==> src/rtl/mac_pkg.sv <==
package mac_pkg;

  // Control bits that travel alongside the operands through the input stage
  typedef struct packed {
    logic a_signed;
    logic b_signed;
    logic add;
    logic restart;
    logic seed_sel;
  } mac_ctl_t;

  // Two's complement wrap: the two top bits of a one-bit-wider sum disagree
  function automatic logic sum_wrapped(input logic [1:0] top_bits);
    return top_bits[1] ^ top_bits[0];
  endfunction

endpackage

==> src/rtl/mac_rst_sync.sv <==
module mac_rst_sync #(
  parameter int STAGES = 2
) (
  input  logic clk,
  input  logic rst_n,
  output logic rst_sync_n
);

  logic [STAGES-1:0] sh_q;
  logic [STAGES-1:0] sh_d;

  always_comb begin
    sh_d = {sh_q[STAGES-2:0], 1'b1};
  end

  always_ff @(posedge clk or negedge rst_n) begin
    if (!rst_n) begin
      sh_q <= '0;
    end else begin
      sh_q <= sh_d;
    end
  end

  assign rst_sync_n = sh_q[STAGES-1];

endmodule

==> src/rtl/mac_in_stage.sv <==
module mac_in_stage
  import mac_pkg::*;
#(
  parameter int WA = 8,
  parameter int WB = 8,
  parameter int WP = 8
) (
  input  logic          clk,
  input  logic          rst_n,
  input  logic          ce,
  input  logic [WA-1:0] a_d,
  input  logic [WB-1:0] b_d,
  input  mac_ctl_t      ctl_d,
  input  logic [WP-1:0] pre_d,
  output logic [WA-1:0] a_q,
  output logic [WB-1:0] b_q,
  output mac_ctl_t      ctl_q,
  output logic [WP-1:0] pre_q
);

  logic [WA-1:0] a_nx;
  logic [WB-1:0] b_nx;
  mac_ctl_t      ctl_nx;
  logic [WP-1:0] pre_nx;

  always_comb begin
    if (ce) begin
      a_nx   = a_d;
      b_nx   = b_d;
      ctl_nx = ctl_d;
      pre_nx = pre_d;
    end else begin
      a_nx   = a_q;
      b_nx   = b_q;
      ctl_nx = ctl_q;
      pre_nx = pre_q;
    end
  end

  always_ff @(posedge clk or negedge rst_n) begin
    if (!rst_n) begin
      a_q   <= '0;
      b_q   <= '0;
      ctl_q <= '0;
      pre_q <= '0;
    end else begin
      a_q   <= a_nx;
      b_q   <= b_nx;
      ctl_q <= ctl_nx;
      pre_q <= pre_nx;
    end
  end

endmodule

==> src/rtl/mac_mult.sv <==
module mac_mult #(
  parameter int WA = 8,
  parameter int WB = 8,
  parameter int WR = 24
) (
  input  logic [WA-1:0] a,
  input  logic [WB-1:0] b,
  input  logic          a_signed,
  input  logic          b_signed,
  output logic [WR-1:0] prod_ext
);

  localparam int PW = WA + WB + 1;

  logic signed [WA:0]      ea;
  logic signed [WB:0]      eb;
  logic signed [WA+WB+1:0] full;
  logic [PW-1:0]           prod;

  always_comb begin
    ea   = {a_signed & a[WA-1], a};
    eb   = {b_signed & b[WB-1], b};
    full = ea * eb;
    prod = full[PW-1:0];
  end

  generate
    if (WR > PW) begin : g_widen
      assign prod_ext = {{(WR-PW){prod[PW-1]}}, prod};
    end else begin : g_fit
      assign prod_ext = prod[WR-1:0];
    end
  endgenerate

endmodule

==> src/rtl/mac_acc.sv <==
module mac_acc
  import mac_pkg::*;
#(
  parameter int WR = 24,
  parameter int WP = 8
) (
  input  logic          clk,
  input  logic          rst_n,
  input  logic          ce,
  input  mac_ctl_t      ctl,
  input  logic [WP-1:0] pre,
  input  logic [WR-1:0] p_ext,
  output logic [WR-1:0] acc_q,
  output logic          ovf_q
);

  logic [WR-1:0] seed;
  logic [WR-1:0] fb;
  logic [WR:0]   sum;
  logic          wrap;
  logic [WR-1:0] acc_d;
  logic          ovf_d;

  generate
    if (WR > WP) begin : g_pad
      assign seed = {pre, {(WR-WP){1'b0}}};
    end else begin : g_trim
      assign seed = pre[WP-1 -: WR];
    end
  endgenerate

  always_comb begin
    if (ctl.restart) begin
      fb = ctl.seed_sel ? seed : '0;
    end else begin
      fb = acc_q;
    end
    if (ctl.add) begin
      sum = {fb[WR-1], fb} + {p_ext[WR-1], p_ext};
    end else begin
      sum = {fb[WR-1], fb} - {p_ext[WR-1], p_ext};
    end
    wrap = sum_wrapped(sum[WR:WR-1]);
  end

  always_comb begin
    acc_d = acc_q;
    ovf_d = ovf_q;
    if (ce) begin
      acc_d = sum[WR-1:0];
      ovf_d = ctl.restart ? wrap : (ovf_q | wrap);
    end
  end

  always_ff @(posedge clk or negedge rst_n) begin
    if (!rst_n) begin
      acc_q <= '0;
      ovf_q <= 1'b0;
    end else begin
      acc_q <= acc_d;
      ovf_q <= ovf_d;
    end
  end

endmodule

==> src/rtl/mac_accum.sv <==
module mac_accum
  import mac_pkg::*;
#(
  parameter int WA = 8,
  parameter int WB = 8,
  parameter int WR = 24,
  parameter int WP = 8
) (
  input  logic          clk,
  input  logic          rst_n,
  input  logic          ce,
  input  logic [WA-1:0] op_a,
  input  logic [WB-1:0] op_b,
  input  logic          a_is_signed,
  input  logic          b_is_signed,
  input  logic          add_sel,
  input  logic          restart,
  input  logic          seed_sel,
  input  logic [WP-1:0] seed_hi,
  output logic [WR-1:0] acc_out,
  output logic          acc_ovf
);

  logic          rst_s;
  mac_ctl_t      ctl_in;
  mac_ctl_t      s1_ctl;
  logic [WA-1:0] s1_a;
  logic [WB-1:0] s1_b;
  logic [WP-1:0] s1_pre;
  logic [WR-1:0] p_ext;

  always_comb begin
    ctl_in.a_signed = a_is_signed;
    ctl_in.b_signed = b_is_signed;
    ctl_in.add      = add_sel;
    ctl_in.restart  = restart;
    ctl_in.seed_sel = seed_sel;
  end

  mac_rst_sync #(.STAGES(2)) u_rst (
    .clk        (clk),
    .rst_n      (rst_n),
    .rst_sync_n (rst_s)
  );

  mac_in_stage #(.WA(WA), .WB(WB), .WP(WP)) u_in (
    .clk   (clk),
    .rst_n (rst_s),
    .ce    (ce),
    .a_d   (op_a),
    .b_d   (op_b),
    .ctl_d (ctl_in),
    .pre_d (seed_hi),
    .a_q   (s1_a),
    .b_q   (s1_b),
    .ctl_q (s1_ctl),
    .pre_q (s1_pre)
  );

  mac_mult #(.WA(WA), .WB(WB), .WR(WR)) u_mul (
    .a        (s1_a),
    .b        (s1_b),
    .a_signed (s1_ctl.a_signed),
    .b_signed (s1_ctl.b_signed),
    .prod_ext (p_ext)
  );

  mac_acc #(.WR(WR), .WP(WP)) u_acc (
    .clk   (clk),
    .rst_n (rst_s),
    .ce    (ce),
    .ctl   (s1_ctl),
    .pre   (s1_pre),
    .p_ext (p_ext),
    .acc_q (acc_out),
    .ovf_q (acc_ovf)
  );

endmodule

==> config.mk <==
export PLATFORM = sky130hd
export DESIGN_NAME = mac_accum
export DESIGN_NICKNAME = d
export VERILOG_FILES = /design/src/rtl/mac_pkg.sv /design/src/rtl/mac_rst_sync.sv /design/src/rtl/mac_in_stage.sv /design/src/rtl/mac_mult.sv /design/src/rtl/mac_acc.sv /design/src/rtl/mac_accum.sv
export SDC_FILE = /design/constraint.sdc
export NUM_CORES = 1
export LEC_CHECK = 0
export BUFFER_PORTS_ARGS = -buffer_cell sky130_fd_sc_hd__buf_2
export CORE_AREA = 8 8 114 116
export DETAILED_ROUTE_END_ITERATION = 12
export DIE_AREA = 0 0 122 124
export GPL_TIMING_DRIVEN = 0
export PLACE_DENSITY = 0.81
export SYNTH_ARGS = -nofsm -noshare
export SYNTH_HDL_FRONTEND = slang
export SYNTH_SLANG_ARGS = --single-unit
==> constraint.sdc <==
create_clock -name clk -period 2.07 [get_ports clk]
set_input_delay 0.414 -clock clk [delete_from_list [all_inputs] [get_ports clk]]
set_output_delay 0.414 -clock clk [all_outputs]
set_load 0.05 [all_outputs]
==> impl_metrics.tcl <==
set metrics [dict create \
    timing.fmax_mhz 130 \
    syn_avg_cell_area_sq_um 9.28 \
    crit_type "register to register" \
    drv_slew 0 \
    firstDrtPassIters 5 \
    syn-cell-area_sq_um 6780 \
    status "finished with violations" \
    violations "negative setup slack" \
    finClkSkew_ns 0.0244 \
    maxCapViolCount 0 \
    start_kind "register" \
    layout_commonest_cell "inv_1" \
    dpl.hpwl_mm 12.7 \
    root_buffer "clkbuf_16" \
    relSlewSlack 0.409 \
    grt-ovfl-total 0 \
    clockBufferDepth 2 \
    port_buffers 55 \
    grt_pass1_vias 6261 \
    core_area_sq_um 11200 \
    fin_crit_ns 7.67 \
    syn_to_final_growth_pct 32.9 \
    hold_ws_ns 0.189 \
    rows 39 \
    r2r_start "u_in.a_q[2]" \
    drc 0 \
    ant_nets 0 \
    synth_warnings 0 \
    wire_per_inst_um 21.0 \
    cts_buffers 5 \
    grt_max_degree 39 \
    rsz0062_at_grt "true" \
    required_ns 2.33 \
    dieArea_sq_um 15100 \
    synth_top_cell_by_area "dfrtp_1" \
    worstHoldPathType "register to asynchronous set/reset pin" \
    synthTopCellsByArea "dfrtp_1 (21%), fa_1 (20%), ha_1 (11%)" \
    most-common-layout-cells "inv_1 (79), fa_1 (63), nand2_1 (57)" \
    syn_inst 730 \
    final_util 0.806 \
    detailroute.via_count 6119 \
    clock-sinks 56 \
    routabilityCongestion 0.922 \
    finalCritPeriodShare 3.71 \
    crit_arrival_ns 7.94 \
    use_met2 0.436 \
    clkTransAtPathRegs_ns 0.10 \
    num_io_pins 57 \
    path_max_fanout 10 \
    yosysSeqAreaShare 0.207 \
    r2r-end "u_acc.ovf_q" \
    synth_enable_flop_cells 0 \
    die_w_um 122 \
    synth_top_area_share 0.207 \
    dpl_worst_slack_ns -5.83 \
    viasPerCell 6.10 \
    use_met1 0.295 \
    dp.cells 929 \
    reg2reg_depth 27 \
    grt_pass1_wl_mm 30.1 \
    syn-num-nets 890 \
    antenna_found_initial 0 \
    first_iter_violations 501 \
    start_util 0.607 \
    nFillCells 634 \
    ys_types 57 \
    finalSetupViolCount 24 \
    layout_setup_ws_ns -5.60 \
    grtUsageMet3 0.0512 \
    top_usage_layer "met2" \
    ys.flop_type "dfrtp_1" \
    worst_slew_pin_slew_ns 0.886 \
    r2r_setup_slack_ns -5.60 \
    die_h_um 124 \
    stdcell_count 1003 \
    ys_ff_latch 56 \
    grt.total_usage 0.249 \
    num_antenna_cells 0 \
    layout.nets 1019 \
    cts_tree "yes" \
    drive_above_1_share 0.381 \
    htree_levels 2 \
    async_flop_share 1.00 \
    hold_violations 0 \
    drt_wl_total_mm 21.0 \
    insertion_delay_ns 0.33 \
    cp-end-kind "register" \
]
-- metrics by stage --
stage | setup TNS [ns] | instance area [sq um]
final | -94.78 | 9010
after global routing | -98.49 | 9010
after CTS | -87.48 | 8330
after floorplan | -79.17 | 7200
after global placement | -105.04 | 7650
after detailed placement | -90.43 | 7670
-- area by class of cell --
cell class | count | area, sq um | area share
Inverter | 94 | 353 | 0.0392
Clock buffer | 5 | 125 | 0.0139
Timing Repair Buffer | 127 | 903 | 0.100
Tap cell | 143 | 179 | 0.0199
Buffer | 27 | 235 | 0.0261
Clock inverter | 3 | 27.5 | 0.00306
Multi-Input combinational cell | 548 | 5780 | 0.642
Sequential cell | 56 | 1410 | 0.156
-- logic make-up (layout without fill, tap and decap cells) --
logic type,Yosys count,after routing,share of synthesized area
muxes,44,44,0.0731
xor gates and xnor gates,52,52,0.0672
DFF,56,56,0.207
AOI/OAI and AO/OA,120,120,0.114
other,1,1,0.000553
adders and majority gates,128,128,0.312
buffers and inverters,126,256,0.0735
and+or+nand+nor,203,203,0.154
-- worst max-delay path, cell delays in order (launching register included) --
cell and delay (ns):
dfrtp_1 0.38, clkbuf_8 0.17, and2_1 0.19, fa_1 0.49
fa_1 0.59, fa_1 0.46, fa_1 0.57, inv_2 0.05
fa_1 0.51, inv_2 0.06, ha_4 0.23, a21o_1 0.20
a31o_1 0.21, xor2_2 0.16, or4_4 0.55, nor4_4 0.31
a31oi_4 0.15, mux2_4 0.33, ha_4 0.28, a21o_1 0.12
a21o_1 0.12, a21o_1 0.19, nor3_2 0.06, a211o_1 0.29
a211oi_2 0.29, xor2_1 0.22, or3b_1 0.37, o211ai_2 0.07
-- cells in the mapped netlist, types with 2 or more instances --
| master | number |
|---|---|
| and2_1 | 38 |
| a21oi_1 | 31 |
| o31ai_1 | 2 |
| clkbuf_1 | 28 |
| nor3_1 | 12 |
| nand3_1 | 8 |
| a21boi_0 | 2 |
| o21bai_1 | 3 |
| mux2_2 | 40 |
| fa_1 | 68 |
| xnor2_1 | 30 |
| nand2b_1 | 5 |
| o221ai_1 | 2 |
| inv_1 | 93 |
| a21o_1 | 14 |
| nor2b_1 | 20 |
| a211oi_1 | 5 |
| nand2_1 | 69 |
| a31o_2 | 3 |
| a31oi_1 | 2 |
| dfrtp_1 | 56 |
| a211o_1 | 3 |
| ha_1 | 60 |
| nor2_1 | 27 |
| xor2_1 | 22 |
| o21a_1 | 7 |
| or2_2 | 4 |
| o211ai_1 | 3 |
| buf_6 | 2 |
| o21ai_0 | 33 |
| nor4_1 | 2 |
| and3_1 | 7 |
| mux2i_1 | 3 |
| nand4_1 | 3 |
-- worst max path at each step --
stage	start	end	slack, ns
3_3_place_gp	u_in.a_q[7]	u_acc.ovf_q	-5.68
5_1_grt	u_in.a_q[5]	u_acc.ovf_q	-5.83
2_1_floorplan	u_in.b_q[3]	u_acc.ovf_q	-5.26
3_5_place_dp	u_in.a_q[6]	u_acc.ovf_q	-5.83
4_1_cts	u_in.a_q[3]	u_acc.ovf_q	-5.39
6_report	u_in.a_q[2]	u_acc.ovf_q	-5.60
-- metal layers --
metal / part of all wire / up-vias
met2: 0.50 / 316
met3: 0.068 / 100
met1: 0.37 / 3060
li1: - / 2643
met5: 0 / -
met4: 0.054 / 0
-- timing repair --
item,4_1_cts,5_1_grt
endpoints found under the hold margin,2,0
resized for setup,48,95
setup buffers,37,36
pin swaps,43,71
hold buffers,1,0
setup endpoints to repair,24,24
-- registers in the layout (all words and copies together), names as in the netlist --
register     cells
u_rst.sh_q       2
u_in.a_q         8
u_acc.acc_q     24
u_acc.ovf_q      1
u_in.b_q         8
u_in.ctl_q       5
u_in.pre_q       8
Power is not shown: default switching activity piles up to over one toggle a cycle in this logic, so the estimate is an artifact.
